<file path="config.mk">
export PLATFORM = sky130hd
export DESIGN_NAME = serial_tx_cmd
export DESIGN_NICKNAME = d
export VERILOG_FILES = /design/src/rtl/sertx_pkg.sv /design/src/rtl/sertx_ctl.sv /design/src/rtl/sertx_dp.sv /design/src/rtl/sertx_rxstat.sv /design/src/rtl/serial_tx_cmd.sv
export SDC_FILE = /design/constraint.sdc
export NUM_CORES = 1
export LEC_CHECK = 0
export BUFFER_PORTS_ARGS = -buffer_cell sky130_fd_sc_hd__buf_2
export CAP_MARGIN = 30
export CORE_MARGIN = 3
export CORE_UTILIZATION = 30
export CTS_CLUSTER_SIZE = 25
export DETAILED_ROUTE_END_ITERATION = 10
export PLACE_DENSITY = 0.59
export SLEW_MARGIN = 15
export SYNTH_ARGS = -nofsm -noshare
export SYNTH_HDL_FRONTEND = slang
export SYNTH_SLANG_ARGS = --single-unit
export TNS_END_PERCENT = 20
</file>
<file path="constraint.sdc">
create_clock -name clk -period 2.4 [get_ports clk]
set_input_delay 0.48 -clock clk [delete_from_list [all_inputs] [get_ports clk]]
set_output_delay 0.48 -clock clk [all_outputs]
set_load 0.03 [all_outputs]
</file>
<file path="src/rtl/sertx_pkg.sv">
package sertx_pkg;

  typedef enum logic [2:0] {
    MISC_NONE     = 3'b000,
    MISC_RST_PTR  = 3'b001,
    MISC_RST_RX   = 3'b010,
    MISC_RST_TX   = 3'b011,
    MISC_RST_ERR  = 3'b100,
    MISC_RST_DBRK = 3'b101,
    MISC_BRK_ON   = 3'b110,
    MISC_BRK_OFF  = 3'b111
  } miscCmd_e;

  typedef enum logic [1:0] {
    TXC_KEEP = 2'b00,
    TXC_ON   = 2'b01,
    TXC_OFF  = 2'b10,
    TXC_RSVD = 2'b11
  } txCtl_e;

  // control -> transmit datapath
  typedef struct packed {
    logic flushTx;    // drop held and shifting character now
    logic txAllowed;  // transmitter enabled
    logic lineHold;   // break pending, active or ending: no new frame
    logic lineLow;    // break driving the line low
  } txStrobe_t;

  // control -> receive status
  typedef struct packed {
    logic rstRx;
    logic rstErr;
    logic rstDelta;
    logic rstPtr;
  } rxStrobe_t;

endpackage

</file>
<file path="src/rtl/sertx_ctl.sv">
module sertx_ctl
  import sertx_pkg::*;
(
  input  logic       clk,
  input  logic       rst_n,
  input  logic       cmdWr,
  input  logic [2:0] cmdMisc,
  input  logic [1:0] cmdTxCtl,
  input  logic       bitTick,
  input  logic       shiftBusy,
  input  logic       holdValid,
  output txStrobe_t  txStb,
  output rxStrobe_t  rxStb,
  output logic       txReady,
  output logic       txEmpty
);

  miscCmd_e miscCode;
  txCtl_e   ctlCode;
  assign miscCode = miscCmd_e'(cmdMisc);
  assign ctlCode  = txCtl_e'(cmdTxCtl);

  logic isRstTx, isBrkOn, isBrkOff;
  assign isRstTx  = cmdWr && (miscCode == MISC_RST_TX);
  assign isBrkOn  = cmdWr && (miscCode == MISC_BRK_ON);
  assign isBrkOff = cmdWr && (miscCode == MISC_BRK_OFF);

  logic txOn, brkPend, brkAct, brkStop;
  logic txOnN, brkPendN, brkActN, brkStopN;

  // Housekeeping code is applied before the control code (same write).
  always_comb begin
    txOnN    = txOn;
    brkPendN = brkPend;
    brkActN  = brkAct;
    brkStopN = brkStop;
    if (bitTick) begin
      if (brkStop) begin
        brkActN  = 1'b0;
        brkStopN = 1'b0;
      end else if (brkPend && !shiftBusy) begin
        brkActN  = 1'b1;
        brkPendN = 1'b0;
      end
    end
    if (isRstTx) begin
      txOnN    = 1'b0;
      brkPendN = 1'b0;
      brkActN  = 1'b0;
      brkStopN = 1'b0;
    end
    if (isBrkOn && txOn) begin
      if (brkAct) brkStopN = 1'b0;
      else        brkPendN = 1'b1;
    end
    if (isBrkOff) begin
      brkPendN = 1'b0;
      if (brkAct) brkStopN = 1'b1;
    end
    if (cmdWr) begin
      case (ctlCode)
        TXC_ON:  txOnN = 1'b1;
        TXC_OFF: txOnN = 1'b0;
        default: txOnN = txOnN;
      endcase
    end
  end

  always_ff @(posedge clk) begin
    if (!rst_n) begin
      txOn    <= 1'b0;
      brkPend <= 1'b0;
      brkAct  <= 1'b0;
      brkStop <= 1'b0;
    end else begin
      txOn    <= txOnN;
      brkPend <= brkPendN;
      brkAct  <= brkActN;
      brkStop <= brkStopN;
    end
  end

  assign txStb.flushTx   = isRstTx;
  assign txStb.txAllowed = txOn;
  assign txStb.lineHold  = brkPend | brkAct | brkStop;
  assign txStb.lineLow   = brkAct;

  assign rxStb.rstRx    = cmdWr && (miscCode == MISC_RST_RX);
  assign rxStb.rstErr   = cmdWr && (miscCode == MISC_RST_ERR);
  assign rxStb.rstDelta = cmdWr && (miscCode == MISC_RST_DBRK);
  assign rxStb.rstPtr   = cmdWr && (miscCode == MISC_RST_PTR);

  assign txReady = txOn && !holdValid;
  assign txEmpty = txReady && !shiftBusy && !txStb.lineHold;

  AST_BRK_NEEDS_ENABLE: assert property (@(posedge clk) disable iff (!rst_n)
    $rose(brkPend) |-> $past(txOn));
  AST_DISABLE_CLEARS: assert property (@(posedge clk) disable iff (!rst_n)
    cmdWr && (cmdTxCtl == 2'b10) |=> !txReady && !txEmpty);
  AST_BRK_NOT_EMPTY: assert property (@(posedge clk) disable iff (!rst_n)
    $rose(brkAct) |=> !txEmpty);

endmodule

</file>
<file path="src/rtl/sertx_dp.sv">
module sertx_dp
  import sertx_pkg::*;
#(
  parameter int DATA_W = 8
) (
  input  logic              clk,
  input  logic              rst_n,
  input  logic              bitTick,
  input  logic              ctsN,
  input  logic              dataWr,
  input  logic [DATA_W-1:0] dataIn,
  input  txStrobe_t         stb,
  output logic              txd,
  output logic              shiftBusy,
  output logic              holdValid
);

  localparam int FRAME_W = DATA_W + 2;
  localparam int CNT_W   = $clog2(FRAME_W + 1);

  logic [DATA_W-1:0]  holdQ;
  logic [FRAME_W-1:0] shiftQ;
  logic [CNT_W-1:0]   bitsLeft;
  logic               busyQ;

  logic frameSlot, canStart, loadNow;
  assign frameSlot = bitTick && (!busyQ || (bitsLeft == CNT_W'(1)));
  assign canStart  = stb.txAllowed && holdValid && !ctsN && !stb.lineHold;
  assign loadNow   = frameSlot && canStart;

  always_ff @(posedge clk) begin
    if (!rst_n) begin
      holdQ     <= '0;
      holdValid <= 1'b0;
      shiftQ    <= '1;
      bitsLeft  <= '0;
      busyQ     <= 1'b0;
    end else if (stb.flushTx) begin
      holdValid <= 1'b0;
      shiftQ    <= '1;
      bitsLeft  <= '0;
      busyQ     <= 1'b0;
    end else begin
      if (loadNow) begin
        shiftQ   <= {1'b1, holdQ, 1'b0};
        bitsLeft <= CNT_W'(FRAME_W);
        busyQ    <= 1'b1;
      end else if (frameSlot) begin
        bitsLeft <= '0;
        busyQ    <= 1'b0;
      end else if (bitTick && busyQ) begin
        shiftQ   <= {1'b1, shiftQ[FRAME_W-1:1]};
        bitsLeft <= bitsLeft - CNT_W'(1);
      end
      if (loadNow) begin
        holdValid <= 1'b0;
      end else if (dataWr && stb.txAllowed && !holdValid) begin
        holdValid <= 1'b1;
        holdQ     <= dataIn;
      end
    end
  end

  assign shiftBusy = busyQ;
  assign txd       = busyQ ? shiftQ[0] : ~stb.lineLow;

  AST_FLUSH_DROPS: assert property (@(posedge clk) disable iff (!rst_n)
    stb.flushTx |=> !busyQ && !holdValid);
  AST_START_LOW: assert property (@(posedge clk) disable iff (!rst_n)
    $rose(busyQ) |-> !txd);
  AST_CTS_GATES: assert property (@(posedge clk) disable iff (!rst_n)
    $rose(busyQ) |-> !$past(ctsN));
  AST_NO_FRAME_IN_BREAK: assert property (@(posedge clk) disable iff (!rst_n)
    $rose(busyQ) |-> !$past(stb.lineHold));
  AST_HOLD_KEPT: assert property (@(posedge clk) disable iff (!rst_n)
    holdValid && !loadNow && !stb.flushTx |=> holdValid && $stable(holdQ));

endmodule

</file>
<file path="src/rtl/sertx_rxstat.sv">
module sertx_rxstat
  import sertx_pkg::*;
#(
  parameter int RX_DEPTH = 3
) (
  input  logic       clk,
  input  logic       rst_n,
  input  rxStrobe_t  stb,
  input  logic       rxEnIn,
  input  logic       rxCharIn,
  input  logic       rxPopIn,
  input  logic [3:0] rxErrIn,
  input  logic       brkChgIn,
  input  logic       modeAdvIn,
  output logic       rxOn,
  output logic       rxReady,
  output logic       fifoFull,
  output logic [3:0] errFlags,
  output logic       deltaBrk,
  output logic       modePtr
);

  localparam int CNT_W = $clog2(RX_DEPTH + 1);
  localparam logic [CNT_W-1:0] FULL_CNT = CNT_W'(RX_DEPTH);

  logic [CNT_W-1:0] fillCnt;
  logic pushOk, popOk;
  assign pushOk = rxOn && rxCharIn && (fillCnt != FULL_CNT);
  assign popOk  = rxPopIn && (fillCnt != '0);

  always_ff @(posedge clk) begin
    if (!rst_n) begin
      rxOn     <= 1'b0;
      fillCnt  <= '0;
      errFlags <= '0;
      deltaBrk <= 1'b0;
      modePtr  <= 1'b0;
    end else begin
      if (stb.rstRx) begin
        rxOn    <= 1'b0;
        fillCnt <= '0;
      end else begin
        if (rxEnIn) rxOn <= 1'b1;
        if (pushOk && !popOk)      fillCnt <= fillCnt + CNT_W'(1);
        else if (popOk && !pushOk) fillCnt <= fillCnt - CNT_W'(1);
      end
      if (stb.rstErr) errFlags <= '0;
      else            errFlags <= errFlags | rxErrIn;
      if (stb.rstDelta)   deltaBrk <= 1'b0;
      else if (brkChgIn)  deltaBrk <= 1'b1;
      if (stb.rstPtr)     modePtr <= 1'b0;
      else if (modeAdvIn) modePtr <= 1'b1;
    end
  end

  assign rxReady  = (fillCnt != '0);
  assign fifoFull = (fillCnt == FULL_CNT);

  AST_RXRST_CLEARS: assert property (@(posedge clk) disable iff (!rst_n)
    stb.rstRx |=> !rxReady && !fifoFull && !rxOn);
  AST_ERR_CLEARED: assert property (@(posedge clk) disable iff (!rst_n)
    stb.rstErr |=> errFlags == 4'b0000);
  AST_PTR_RESET: assert property (@(posedge clk) disable iff (!rst_n)
    stb.rstPtr |=> !modePtr);
  AST_FULL_HAS_DATA: assert property (@(posedge clk) disable iff (!rst_n)
    fifoFull |-> rxReady);
  AST_NO_OVERFILL: assert property (@(posedge clk) disable iff (!rst_n)
    fifoFull && !popOk && !stb.rstRx |=> fifoFull);

endmodule

</file>
<file path="src/rtl/serial_tx_cmd.sv">
module serial_tx_cmd
  import sertx_pkg::*;
#(
  parameter int DATA_W   = 8,
  parameter int RX_DEPTH = 3
) (
  input  logic              clk,
  input  logic              rst_n,
  input  logic              cmdWr,
  input  logic [2:0]        cmdMisc,
  input  logic [1:0]        cmdTxCtl,
  input  logic              dataWr,
  input  logic [DATA_W-1:0] dataIn,
  input  logic              bitTick,
  input  logic              ctsN,
  input  logic              rxEnIn,
  input  logic              rxCharIn,
  input  logic              rxPopIn,
  input  logic [3:0]        rxErrIn,
  input  logic              brkChgIn,
  input  logic              modeAdvIn,
  output logic              txd,
  output logic              txReady,
  output logic              txEmpty,
  output logic              rxOn,
  output logic              rxReady,
  output logic              fifoFull,
  output logic [3:0]        errFlags,
  output logic              deltaBrk,
  output logic              modePtr
);

  txStrobe_t txStb;
  rxStrobe_t rxStb;
  logic      shiftBusy, holdValid;

  sertx_ctl ctl_i (
    .clk(clk), .rst_n(rst_n),
    .cmdWr(cmdWr), .cmdMisc(cmdMisc), .cmdTxCtl(cmdTxCtl),
    .bitTick(bitTick), .shiftBusy(shiftBusy), .holdValid(holdValid),
    .txStb(txStb), .rxStb(rxStb),
    .txReady(txReady), .txEmpty(txEmpty)
  );

  sertx_dp #(.DATA_W(DATA_W)) dp_i (
    .clk(clk), .rst_n(rst_n),
    .bitTick(bitTick), .ctsN(ctsN),
    .dataWr(dataWr), .dataIn(dataIn),
    .stb(txStb),
    .txd(txd), .shiftBusy(shiftBusy), .holdValid(holdValid)
  );

  sertx_rxstat #(.RX_DEPTH(RX_DEPTH)) rx_i (
    .clk(clk), .rst_n(rst_n), .stb(rxStb),
    .rxEnIn(rxEnIn), .rxCharIn(rxCharIn), .rxPopIn(rxPopIn),
    .rxErrIn(rxErrIn), .brkChgIn(brkChgIn), .modeAdvIn(modeAdvIn),
    .rxOn(rxOn), .rxReady(rxReady), .fifoFull(fifoFull),
    .errFlags(errFlags), .deltaBrk(deltaBrk), .modePtr(modePtr)
  );

endmodule

</file>
### Word level (Yosys, flattened, before mapping)

Index checks and enable logic that the tools add are counted.

| operators by class | value |
|---|---|
| reduce and logical (&&, ||, !) cells | 49 |
| add/sub/neg operators | 3 |
| muxes and demuxes | 28 |
| bitwise gates (word level) | 7 |
| eq/ne operators | 13 |

Operator list:

| kind | count |
|---|---|
| $mux 9 | 3 |
| $logic_and 1x1->1 | 25 |
| $mux 1 | 19 |
| $eq 3x3->1 const B | 4 |
| $mux 4 | 3 |
| $reduce_or 2->1 | 6 |
| $reduce_bool 2->1 | 5 |
| $eq 3x2->1 const B | 2 |
| $logic_not 1->1 | 6 |
| $eq 2x2->1 const B | 2 |
| $eq 4x1->1 const B | 1 |
| $mux 2 | 2 |
| $ne 2x2->1 const B | 2 |
| $not 1->1 | 4 |
| $or 4x4->4 | 1 |
| $reduce_and 2->1 | 2 |
| $reduce_or 4->1 | 1 |
| $sub 4x1->4 const B | 1 |
| $eq 3x1->1 const B | 1 |
| $reduce_and 3->1 | 1 |
| $reduce_bool 3->1 | 1 |
| $reduce_or 3->1 | 1 |
| $add 2x1->2 const B | 1 |
| $eq 2x1->1 const B | 1 |
| 4 further kinds | 5 |

| storage, ports and cells | value |
|---|---|
| logic and storage cells | 115 |
| register bits | 36 |

### Logic depth before layout (Yosys ltp)

Gate-level depths: netlist (run 1).

| depth | value |
|---|---|
| depth in word-level cells | 8 |
| depth in mapped cells | 8 |

### By module

A second synthesis (run 1) with hierarchy kept.

| unflattened totals | value |
|---|---|
| cell total of the unflattened synthesis | 199 |
| area, all modules | 1,711.6 µm² |

By module, submodules not included:

| module | cells each | instances | sequential area each (µm²) | area each (µm²) |
|---|---|---|---|---|
| sertx_dp | 122 | 1 | 460.4 | 1,068.5 |
| sertx_rxstat | 37 | 1 | 180.2 | 327.8 |
| sertx_ctl | 40 | 1 | 80.1 | 315.3 |

### Worst setup path before layout (run 1)

No wires, ideal clock.

| timing | value |
|---|---|
| kind | register to output |
| start point | register ctl_i.txOn |
| end point | output txEmpty |
| data arrival time | 1.676 ns |
| path buffers | 0 |
| stages on the path, launching flop included | 4 |
| path slack | 0.244 ns |
| data required time | 1.920 ns |
| cell sequence | dfxtp_1 > nor2b_1 > nand2_1 > nor3_1 |

| between the ends | value |
|---|---|
| word-level cells in the longest chain between the ends | 3 |

RTL lines:

| item | line | text |
|---|---|---|
| start: declaration | sertx_ctl.sv:28 | `logic txOn, brkPend, brkAct, brkStop;` |
| start signal: assignment | sertx_ctl.sv:76 | `txOn <= txOnN;` |
| $logic_and 1x1->1 | sertx_ctl.sv:93 | `assign txReady = txOn && !holdValid;` |
| named net txReady | serial_tx_cmd.sv:23 | `output logic txReady,` |
| $logic_and 1x1->1 (2 in series) | sertx_ctl.sv:94 | `assign txEmpty = txReady && !shiftBusy && !txStb.lineHold;` |
| end: declaration | serial_tx_cmd.sv:24 | `output logic txEmpty,` |

The timed path passes the listed nets, and every way through them passes these cells.

### Final worst setup path (run 1)

| timing | value |
|---|---|
| start point | register dp_i.bitsLeft[1] |
| end point | register dp_i.shiftQ[8] |

| between the ends | value |
|---|---|
| word-level cells in the longest chain between the ends | 6 |

RTL lines:

| item | line | text |
|---|---|---|
| start: declaration | sertx_dp.sv:23 | `logic [CNT_W-1:0] bitsLeft;` |
| start signal: assignment | sertx_dp.sv:46 | `bitsLeft <= CNT_W'(FRAME_W);` |
| start signal: assignment | sertx_dp.sv:53 | `bitsLeft <= bitsLeft - CNT_W'(1);` |
| $eq 4x1->1 (*) | sertx_dp.sv:27 | `assign frameSlot = bitTick && (!busyQ \|\| (bitsLeft == CNT_W'(1)));` |
| $logic_or 1x1->1 (*) | sertx_dp.sv:27 |  |
| $logic_and 1x1->1 (*) | sertx_dp.sv:27 |  |
| $logic_and 1x1->1 | sertx_dp.sv:29 | `assign loadNow = frameSlot && canStart;` |
| $ne 2x2->1 (no source line) or $reduce_bool 2->1 (tied branches) | n/a |  |
| $reduce_and 2->1 (no source line) | n/a |  |
| end signal: assignment | sertx_dp.sv:45 | `shiftQ <= {1'b1, holdQ, 1'b0};` |
| end signal: assignment | sertx_dp.sv:52 | `shiftQ <= {1'b1, shiftQ[FRAME_W-1:1]};` |
| end: declaration | sertx_dp.sv:22 | `logic [FRAME_W-1:0] shiftQ;` |

Mark *: on every way between the ends. The rest lies on a longest branch, timed or not.
A chain may end at the register's enable or synchronous reset.

==> results.json, run 1 <==
{
  "slowest_delay_ps": 590,
  "layout-drive-gt1-share": 0.237,
  "cts_hold_buf": 0,
  "routed_via_density": 5.02,
  "antenna_found_initial": 0,
  "avgSynthCellArea_um2": 8.76,
  "crit_path_top_delay_cell": "sky130_fd_sc_hd__or3b_1",
  "report.final.slew_viol_count": 0,
  "cts_setup_buffers": 0,
  "leakage_nw": 0.788,
  "route.final.wire_length_um": 3890,
  "cp_num_buf_inv": 1,
  "rows": 26,
  "synth-compound-area-share": 0.182,
  "tritoncts": "built",
  "synthCells": 196,
  "result_of_the_run": "finished clean",
  "drt-pass1-iter-count": 4,
  "tightest_slew_ps": 519,
  "maximum_number_of_pins_on_one_net_before_global_route_repair": 18,
  "number_of_synthesized_flops_with_an_enable_pin": 0,
  "area_growth_pct": 20.4,
  "largest_voltage_drop_on_the_vdd_net_mv": 0.294,
  "timing.critical_path.from_type": "flip-flop",
  "synthesis.area_um2": 1720,
  "crit_fanout": 16,
  "ys.warnings.count": 0,
  "design.core.area_um2": 5300,
  "cell_variety_after_synth": 40,
  "clock-root-buffer": "sky130_fd_sc_hd__clkbuf_8",
  "port_buffers": 39,
  "routed_via_count": 1535,
  "grtUsageTotal": 0.129,
  "final_common_cell": "sky130_fd_sc_hd__buf_2",
  "clock_path_buffers": 2,
  "achievable-frequency_ghz": 0.489,
  "routed_antenna_nets": 0,
  "cts_sinks": 36,
  "kind_of_cell_adding_the_most_delay_to_the_critical_path": "simple AND/OR/NAND/NOR gates",
  "ff2ff_setup_slack_ps": 360,
  "async_reset_ff_frac": 0,
  "cp.depth": 6,
  "finish.utilization": 0.390,
  "timing.reg2reg.worst_path_depth": 6,
  "main_combinational_cell_family_by_area_after_synthesis": "simple AND/OR/NAND/NOR gates",
  "synth.ff_latch_count": 36,
  "yosys.area_share.adder": 0.0292,
  "grt_pass1_wl_um": 6620,
  "tns_ps": 0,
  "worst_r2r_src": "dp_i.bitsLeft[1]",
  "end_kind": "flip-flop",
  "hold_path_class": "primary input to flip-flop",
  "hold_violations": 0,
  "tritoncts.num_buffers": 5,
  "worst_r2r_endpoint": "dp_i.shiftQ[8]",
  "timing.slew.headroom": 0.654,
  "rsz0062_at_grt": "false",
  "detailedPlacementHpwl_um": 2770,
  "per_cell_routed_wire_length_um": 12.7,
  "endpoint": "dp_i.shiftQ[8]",
  "floorplan.die.width_um": 81.6,
  "final.hold.worst_slack_ps": 399,
  "clock_latency_on_the_worst_skew_pair_ps": 290,
  "min_period_over_period": 0.852,
  "final_cell_mix": "39 x sky130_fd_sc_hd__buf_2, 36 x sky130_fd_sc_hd__dfxtp_1, 18 x sky130_fd_sc_hd__nor2_1",
  "clock_skew_ps": 2.63,
  "vias_in_the_first_global_route": 1432,
  "grt_remaining_overflow": 0,
  "setup_violations": 0,
  "synth_seq_area_share": 0.420,
  "layout.nets": 267,
  "fp.dieArea_um2": 6670,
  "fillers": 551,
  "data_required_time_at_the_worst_endpoint_ps": 2620,
  "synth.mux.area_fraction": 0.0598,
  "drc": 0,
  "pwr_density_cell_nw_per_um2": 610,
  "die_h_um": 81.6,
  "effective_utilization_at_floorplan": 0.324,
  "syn_nets": 228,
  "cts_htree_levels": 2,
  "detailedRoute.firstIterationViolations": 89,
  "primary_flip_flop_cell_chosen_by_synthesis_mapping": "sky130_fd_sc_hd__dfxtp_1",
  "crit_chain": "inv_1 > ha_1 > or3b_1 > a211o_4 > and3b_2 > o21ai_1",
  "post_synth_xor_area_fraction": 0.0102,
  "timing.max_cap.violations": 0,
  "floorplan.io_pins": 40,
  "n_antenna_cell": 0,
  "first_element_of_the_critical_path": "dp_i.bitsLeft[1]",
  "clkSlewWorstSetupHoldPaths_ps": 70,
  "min_tclk_post_route_ps": 2040,
  "gp_congestion": 0.795,
  "critical_path_arrival_ps": 2270,
  "criticalPathCategory": "flip-flop to flip-flop",
  "cts.repair.resized": 0,
  "synth_simple_gate_area_share": 0.257
}
-- worst reg2reg max path, stage by stage (launching register included) --
cell and delay, ps:
sky130_fd_sc_hd__dfxtp_1 330, sky130_fd_sc_hd__inv_1 80, sky130_fd_sc_hd__ha_1 150, sky130_fd_sc_hd__or3b_1 590, sky130_fd_sc_hd__a211o_4 510, sky130_fd_sc_hd__and3b_2 230, sky130_fd_sc_hd__o21ai_1 100
-- flip-flops by register name, summed over array words and instances, names as in the netlist --
name            count
ctl_i.brkAct        1
dp_i.shiftBusy      1
ctl_i.txOn          1
dp_i.holdQ          8
rx_i.rxOn           1
rx_i.fillCnt        2
dp_i.bitsLeft       4
ctl_i.brkStop       1
rx_i.errFlags       4
ctl_i.brkPend       1
dp_i.shiftQ         9
rx_i.deltaBrk       1
rx_i.modePtr        1
dp_i.holdValid      1
-- power breakdown --
part | internal, mW | switching, mW | leakage [nW]
Combinational | 0.0721 | 0.108 | 0.449
Clock | 0.234 | 0.208 | 0.0455
Sequential | 0.620 | 0.0173 | 0.293
Total | 0.926 | 0.334 | 0.788
-- layer usage --
layer,global-route usage,share of wire
met1,0.170,0.48
met2,0.191,0.45
met3,0.0351,0.051
met4,0.0664,0.019
met5,0,0
-- worst min path at each step --
stage                                 from  depth (start not counted)          endpoint  slack [ps]
after floorplan            rx_i.fillCnt[1]                          2   rx_i.fillCnt[1]         460
after global placement    rx_i.errFlags[3]                          2  rx_i.errFlags[3]         440
after detailed placement  rx_i.errFlags[3]                          2  rx_i.errFlags[3]         450
after CTS                       rxErrIn[2]                          3  rx_i.errFlags[2]         390
after global routing            rxErrIn[2]                          3  rx_i.errFlags[2]         410
final                           rxErrIn[0]                          3  rx_i.errFlags[0]         400
-- cell type report --
class / instances / area [µm²] / share of cell area
clock buffers: 8 / 90.1 / 0.0436
flip-flops and latches: 36 / 721 / 0.349
multi-input cells: 144 / 925 / 0.447
inverters: 5 / 18.8 / 0.00908
well taps: 70 / 87.6 / 0.0424
repair buffers: 43 / 225 / 0.109
-- cells in the mapped netlist (2+ instances only) --
cell type                    n  area, µm²
sky130_fd_sc_hd__nor2_1     18       67.6
sky130_fd_sc_hd__buf_2       3       15.0
sky130_fd_sc_hd__and3_1      2       12.5
sky130_fd_sc_hd__mux2_2      2       22.5
sky130_fd_sc_hd__nor3_1      2       10.0
sky130_fd_sc_hd__nand2b_1    9       56.3
sky130_fd_sc_hd__a31oi_1    10       62.6
sky130_fd_sc_hd__nand3_1     4       20.0
sky130_fd_sc_hd__and2_1      3       18.8
sky130_fd_sc_hd__nand3b_1    4       30.0
sky130_fd_sc_hd__dfxtp_1    36        721
sky130_fd_sc_hd__o21ai_0    16       80.1
sky130_fd_sc_hd__inv_1       5       18.8
sky130_fd_sc_hd__clkbuf_1    7       26.3
sky130_fd_sc_hd__mux2i_1     8       80.1
sky130_fd_sc_hd__nor2b_1    10       62.6
sky130_fd_sc_hd__xor2_1      2       17.5
sky130_fd_sc_hd__a21oi_1     6       30.0
sky130_fd_sc_hd__nand2_1    12       45.0
sky130_fd_sc_hd__ha_1        4       50.1
sky130_fd_sc_hd__nand4_1     8       50.1
sky130_fd_sc_hd__a2111oi_0   7       61.3
-- through the flow --
| step | total power, mW | instance area [µm²] | instances | setup slack, ps |
|---|---|---|---|---|
| 2_1_floorplan | 0.770 | 1720 | 196 | 244 |
| 3_3_place_gp | 0.831 | 1980 | 298 | 443 |
| 3_5_place_dp | 0.833 | 1980 | 298 | 397 |
| 4_1_cts | 1.28 | 2070 | 306 | 375 |
| 5_1_grt | 1.32 | 2070 | 306 | 122 |
| 6_report | 1.26 | 2070 | 306 | 356 |
-- logic make-up (layout without fill, tap and decap cells) --
family                   after synthesis  count (layout)
AO/OA/AOI/OAI                         48              48
XOR/XNOR                               2               2
adder cells (fa/ha/maj)                4               4
buffers and inverters                 16              56
flip-flops                            36              36
multiplexers                          10              10
AND/OR/NAND/NOR                       80              80
Note: power is estimated with default switching activity, not from simulation.
==> run 2: changes to the inputs <==
Settings changed: ABC_AREA set to 1, ABC_CLOCK_PERIOD_IN_PS set to 2400, CTS_CLUSTER_SIZE 25 to 8, PLACE_DENSITY 0.59 to 0.58.
==> results.json, run 2 <==
{
  "routed_antenna_nets": 0,
  "result_of_the_run": "finished clean",
  "setup_ws_ps": 555,
  "final_common_cell": "sky130_fd_sc_hd__nand2_1",
  "drc": 0,
  "design.core.area_um2": 5640,
  "synth_seq_area_share": 0.401,
  "clock_skew_ps": 6.28,
  "first_element_of_the_critical_path": "ctl_i.brkAct",
  "per_cell_routed_wire_length_um": 10.2,
  "routed_via_count": 1607,
  "route.final.wire_length_um": 3730,
  "n_antenna_cell": 0,
  "detailedPlacementHpwl_um": 2840,
  "vias_in_the_first_global_route": 1498,
  "data_required_time_at_the_worst_endpoint_ps": 1920,
  "avgSynthCellArea_um2": 7.12,
  "clock_latency_on_the_worst_skew_pair_ps": 280,
  "synth.area.top_cells": "sky130_fd_sc_hd__dfxtp_1 40%, sky130_fd_sc_hd__nand2_1 15%, sky130_fd_sc_hd__nor2_1 7.5%",
  "critical_path_arrival_ps": 1370,
  "synthesis.area_um2": 1800,
  "final_cell_mix": "72 x sky130_fd_sc_hd__nand2_1, 39 x sky130_fd_sc_hd__buf_2, 36 x sky130_fd_sc_hd__nor2_1, 36 x sky130_fd_sc_hd__dfxtp_1, 29 x sky130_fd_sc_hd__inv_1",
  "cts_setup_buffers": 0,
  "timing.slew.headroom": 0.662,
  "maximum_number_of_pins_on_one_net_before_global_route_repair": 16,
  "cell_variety_after_synth": 33,
  "achievable-frequency_ghz": 0.542,
  "port_buffers": 39,
  "worst_hold_path.num_cells": 3,
  "post-synth-top-count-cell": "sky130_fd_sc_hd__nand2_1",
  "clock-root-buffer": "sky130_fd_sc_hd__clkbuf_8",
  "report.final.slew_viol_count": 0,
  "fillers": 614,
  "ff2ff_setup_slack_ps": 900,
  "multiInputGateArea_um2": 920,
  "timing.max_cap.violations": 0,
  "setup_violations": 0,
  "rsz0062_at_grt": "false",
  "timing.critical_path.from_type": "flip-flop",
  "largest_voltage_drop_on_the_vdd_net_mv": 0.304,
  "grtUsageTotal": 0.118,
  "syn_nets": 284,
  "effective_utilization_at_floorplan": 0.318,
  "crit_fanout": 6,
  "area_growth_pct": 18.7,
  "criticalPathCategory": "flip-flop to primary output",
  "crit_path_top_delay_cell": "sky130_fd_sc_hd__dfxtp_1",
  "post-synth-top-area-fraction": 0.401,
  "floorplan.die.width_um": 83.4,
  "tritoncts.num_buffers": 5,
  "clock_path_buffers": 2,
  "number_of_synthesized_flops_with_an_enable_pin": 0,
  "dpl_worst_slack_ps": 826,
  "cts_htree_levels": 2,
  "async_reset_ff_frac": 0,
  "fp.dieArea_um2": 6950,
  "grt_remaining_overflow": 0,
  "layout-drive-gt1-share": 0.231,
  "largest_register_ff_count": 9,
  "hold_path_class": "primary input to flip-flop",
  "kind_of_cell_adding_the_most_delay_to_the_critical_path": "simple AND/OR/NAND/NOR gates",
  "cp.depth": 4,
  "drt-pass1-iter-count": 4,
  "hold_violations": 0,
  "tns_ps": 0,
  "tightest_slew_ps": 502,
  "crit_chain": "nor2_1 > nand2_2 > nor4_1 > buf_2",
  "timing.reg2reg.worst_path_depth": 10,
  "die_h_um": 83.4,
  "pwr_density_cell_nw_per_um2": 575,
  "worst_r2r_endpoint": "dp_i.shiftQ[8]",
  "synth.top_cells.by_count": "72 x sky130_fd_sc_hd__nand2_1, 36 x sky130_fd_sc_hd__dfxtp_1, 36 x sky130_fd_sc_hd__nor2_1",
  "biggestRegsByFlops": "dp_i.shiftQ: 9 flops, dp_i.holdQ: 8 flops",
  "detailedRoute.firstIterationViolations": 54,
  "cts_hold_buf": 0,
  "end_kind": "primary output",
  "layout.nets": 327,
  "top_register": "dp_i.shiftQ",
  "grt_pass1_wl_um": 6780,
  "layout.area.seq_um2": 721,
  "clkSlewWorstSetupHoldPaths_ps": 70,
  "slowest_delay_ps": 360,
  "antenna_found_initial": 0,
  "synthCells": 252,
  "primary_flip_flop_cell_chosen_by_synthesis_mapping": "sky130_fd_sc_hd__dfxtp_1",
  "synth.ff_latch_count": 36,
  "cts_sinks": 36,
  "gp_congestion": 0.743,
  "routed_via_density": 4.38,
  "leakage_nw": 1.07,
  "min_period_over_period": 0.769,
  "rows": 27,
  "biggest_area_consumer_among_synthesized_cells": "sky130_fd_sc_hd__dfxtp_1",
  "tritoncts": "built",
  "cp_num_buf_inv": 1,
  "worst_r2r_src": "dp_i.bitsLeft[1]",
  "floorplan.io_pins": 40,
  "ys.warnings.count": 0,
  "endpoint": "txEmpty",
  "min_tclk_post_route_ps": 1850,
  "cts.repair.resized": 0
}
[run 2: cell count changes after synthesis, moves of 9 or more]
cell                       change
sky130_fd_sc_hd__nand2b_1      -9
sky130_fd_sc_hd__nand3_1       +9
sky130_fd_sc_hd__nor2_1       +18
sky130_fd_sc_hd__a31oi_1      -10
sky130_fd_sc_hd__nand2_1      +60
sky130_fd_sc_hd__nor2b_1      -10
sky130_fd_sc_hd__inv_1        +24
[run 2: how the worst min path moves through the flow]
stage | startpoint | end | slack [ps]
floorplan | dp_i.holdQ[7] | dp_i.shiftQ[8] | 440
global route | dataIn[2] | dp_i.holdQ[2] | 420
finish | dataIn[5] | dp_i.holdQ[5] | 420
global placement | rx_i.errFlags[0] | rx_i.errFlags[0] | 460
detailed placement | dp_i.holdQ[7] | dp_i.shiftQ[8] | 470
CTS | rxEnIn | rx_i.rxOn | 410
[run 2: logic make-up (layout without fill, tap and decap cells)]
| group | after synthesis | count (layout) | synth area share |
|---|---|---|---|
| fa+ha+maj | 4 | 4 | 0.0279 |
| simple gates | 144 | 144 | 0.374 |
| buf+inv | 37 | 80 | 0.0864 |
| xor+xnor | 3 | 3 | 0.0146 |
| compound gates | 28 | 28 | 0.0955 |
| flops | 36 | 36 | 0.401 |
[run 2: per-layer routing]
metal	wire (µm)	GRT usage
met2	1630	0.181
met3	160	0.0367
met5	0	0
met1	1870	0.152
met4	67	0.0490
[run 2: area by class of cell]
cell class                 count  area share
clock inverter                 1     0.00235
tap                           72      0.0423
clock buffer                   6      0.0340
sequential                    36       0.338
multi-input combinational    179       0.431
timing repair buffer          39      0.0915
inverter                      34      0.0604
[run 2: per-stage QoR]
step	total power, mW	hold slack, ps	instances	instance area (µm²)	util
floorplan	0.782	437	252	1800	-
global placement	0.840	457	360	2050	0.364
detailed placement	0.843	466	360	2050	0.364
CTS	1.25	406	367	2130	0.378
global route	1.30	416	367	2130	0.378
finish	1.23	416	367	2130	0.378
[run 2: power breakdown]
part           internal, mW  switching (mW)  leakage [nW]
combinational        0.0681           0.124         0.738
sequential            0.621          0.0141         0.293
clock                 0.197           0.201        0.0410
total                 0.887           0.339          1.07
[run 2: worst min-delay path, cell delays in order]
cell and delay (ps):
sky130_fd_sc_hd__buf_2 80, sky130_fd_sc_hd__nor2_1 30, sky130_fd_sc_hd__nor2_1 80
==> run 3: changes to the inputs <==
Settings changed: ABC_AREA 1 to 0, ABC_CLOCK_PERIOD_IN_PS 2400 to 1900, PLACE_DENSITY 0.58 to 0.59.
Clock period 2.4 ns to 1.9 ns, I/O delays scaled along.
==> results.json, run 3 (synthesized netlist as in run 1, its figures left out) <==
{
  "crit_fanout": 12,
  "maximum_number_of_pins_on_one_net_before_global_route_repair": 18,
  "tns_ps": 0,
  "routed_via_count": 1619,
  "route.final.wire_length_um": 4010,
  "pwr-share-seq": 0.500,
  "timing.slew.headroom": 0.685,
  "report.final.slew_viol_count": 0,
  "effective_utilization_at_floorplan": 0.324,
  "timing.max_cap.violations": 0,
  "timing.critical_path.from_type": "flip-flop",
  "multiInputGateArea_um2": 971,
  "criticalPathCategory": "flip-flop to flip-flop",
  "final_cell_mix": "39 x sky130_fd_sc_hd__buf_2, 36 x sky130_fd_sc_hd__dfxtp_1, 18 x sky130_fd_sc_hd__nor2_1",
  "switching_share": 0.253,
  "worst_r2r_src": "dp_i.bitsLeft[1]",
  "hold_violations": 0,
  "fin_total_pwr_mw": 1.61,
  "clock_skew_ps": 2.25,
  "worst_hold_path.num_cells": 3,
  "detailedRoute.firstIterationViolations": 103,
  "cts_htree_levels": 2,
  "tritoncts": "built",
  "vias_in_the_first_global_route": 1513,
  "drc": 0,
  "area_growth_pct": 28.7,
  "timing.hold.worst_endpoint": "rx_i.errFlags[1]",
  "drt-pass1-iter-count": 4,
  "design.core.area_um2": 5300,
  "ff2ff_setup_slack_ps": 60,
  "tightest_slew_ps": 468,
  "port_buffers": 39,
  "floorplan.io_pins": 40,
  "fillers": 549,
  "biggestRegsByFlops": "dp_i.shiftQ: 9 flops, dp_i.holdQ: 8 flops",
  "hold_path_class": "primary input to flip-flop",
  "finish.utilization": 0.417,
  "clkSlewWorstSetupHoldPaths_ps": 70,
  "clock_power_share": 0.353,
  "pwr_density_cell_nw_per_um2": 728,
  "power.combinational.fraction": 0.147,
  "grtUsageTotal": 0.129,
  "timing.reg2reg.worst_path_depth": 6,
  "routed_antenna_nets": 0,
  "clock-root-buffer": "sky130_fd_sc_hd__clkbuf_8",
  "achievable-frequency_ghz": 0.544,
  "worst_r2r_endpoint": "dp_i.shiftQ[2]",
  "min_period_over_period": 0.967,
  "result_of_the_run": "finished clean",
  "tritoncts.num_buffers": 5,
  "min_tclk_post_route_ps": 1840,
  "clock_latency_on_the_worst_skew_pair_ps": 280,
  "grt_pass1_wl_um": 6720,
  "switchingPower_uw": 407,
  "fp.dieArea_um2": 6670,
  "die_h_um": 81.6,
  "final_common_cell": "sky130_fd_sc_hd__buf_2",
  "routed_via_density": 5.09,
  "n_antenna_cell": 0,
  "per_cell_routed_wire_length_um": 12.6,
  "largest_register_ff_count": 9,
  "grt_remaining_overflow": 0,
  "end_kind": "flip-flop",
  "largest_voltage_drop_on_the_vdd_net_mv": 0.429,
  "data_required_time_at_the_worst_endpoint_ps": 2060,
  "setup_violations": 0,
  "gp_congestion": 0.804,
  "layout-drive-gt1-share": 0.310,
  "hold_start": "rxErrIn[1]",
  "layout.area.seq_um2": 721,
  "layout.nets": 280,
  "floorplan.die.width_um": 81.6,
  "rows": 26,
  "leakage_nw": 0.866,
  "internal_power_mw": 1.20,
  "antenna_found_initial": 0,
  "detailedPlacementHpwl_um": 2950,
  "cts_sinks": 36,
  "first_element_of_the_critical_path": "dp_i.bitsLeft[1]",
  "critical_path_arrival_ps": 2000,
  "top_register": "dp_i.shiftQ",
  "final.hold.worst_slack_ps": 298,
  "cts_hold_buf": 0,
  "clock_path_buffers": 2
}
==> run 3: metal layers <==
metal / global-route usage / wire [µm] / share of wire
met3: 0.0340 / 203 / 0.051
met1: 0.169 / 1920 / 0.48
met4: 0.0548 / 64 / 0.016
met2: 0.200 / 1820 / 0.45
met5: 0 / 0 / 0
==> run 3: worst max-delay path by stage <==
stage / endpoint / slack (ps)
after global routing: dp_i.shiftQ[2] / -10
after detailed placement: dp_i.shiftQ[2] / 3
after CTS: dp_i.shiftQ[8] / 0.7
after global placement: dp_i.shiftQ[8] / 50
final: dp_i.shiftQ[2] / 60
after floorplan: dp_i.shiftQ[6] / 50
==> run 3: worst max-delay path: stages (launching register included) <==
cell and delay, ps:
sky130_fd_sc_hd__dfxtp_1 310, sky130_fd_sc_hd__inv_1 80, sky130_fd_sc_hd__ha_1 150, sky130_fd_sc_hd__or3b_4 470
sky130_fd_sc_hd__a2111oi_1 490, sky130_fd_sc_hd__a31oi_1 70, sky130_fd_sc_hd__nand2b_1 150
==> run 3: layout make-up <==
class / count / share of cell area
Multi-Input combinational cell: 145 / 0.439
Tap cell: 70 / 0.0396
Clock buffer: 7 / 0.0436
Timing Repair Buffer: 55 / 0.143
Inverter: 5 / 0.00849
Sequential cell: 36 / 0.326
==> run 3: stage by stage <==
stage,area (µm²),cells,worst slack [ps]
final,2210,318,62.2
after global routing,2210,318,-14.7
after CTS,2170,317,0.659
after detailed placement,2070,310,2.89
after global placement,2070,310,46.9
after floorplan,1720,196,52.9
==> run 3: repair_timing <==
item	CTS	global route
cloned	0	1
resized for setup	2	10
setup buffers	0	0
hold endpoints to repair	0	0
setup endpoints to repair	2	11
pin swaps	0	1
==> run 3: power by group through the flow <==
stage / combinational [mW] / clock [mW] / sequential, mW
2_1_floorplan: 0.132 / 0 / 0.841
3_3_place_gp: 0.234 / 0 / 0.821
3_5_place_dp: 0.236 / 0 / 0.822
4_1_cts: 0.238 / 0.588 / 0.805
5_1_grt: 0.261 / 0.619 / 0.810
6_report: 0.236 / 0.568 / 0.805
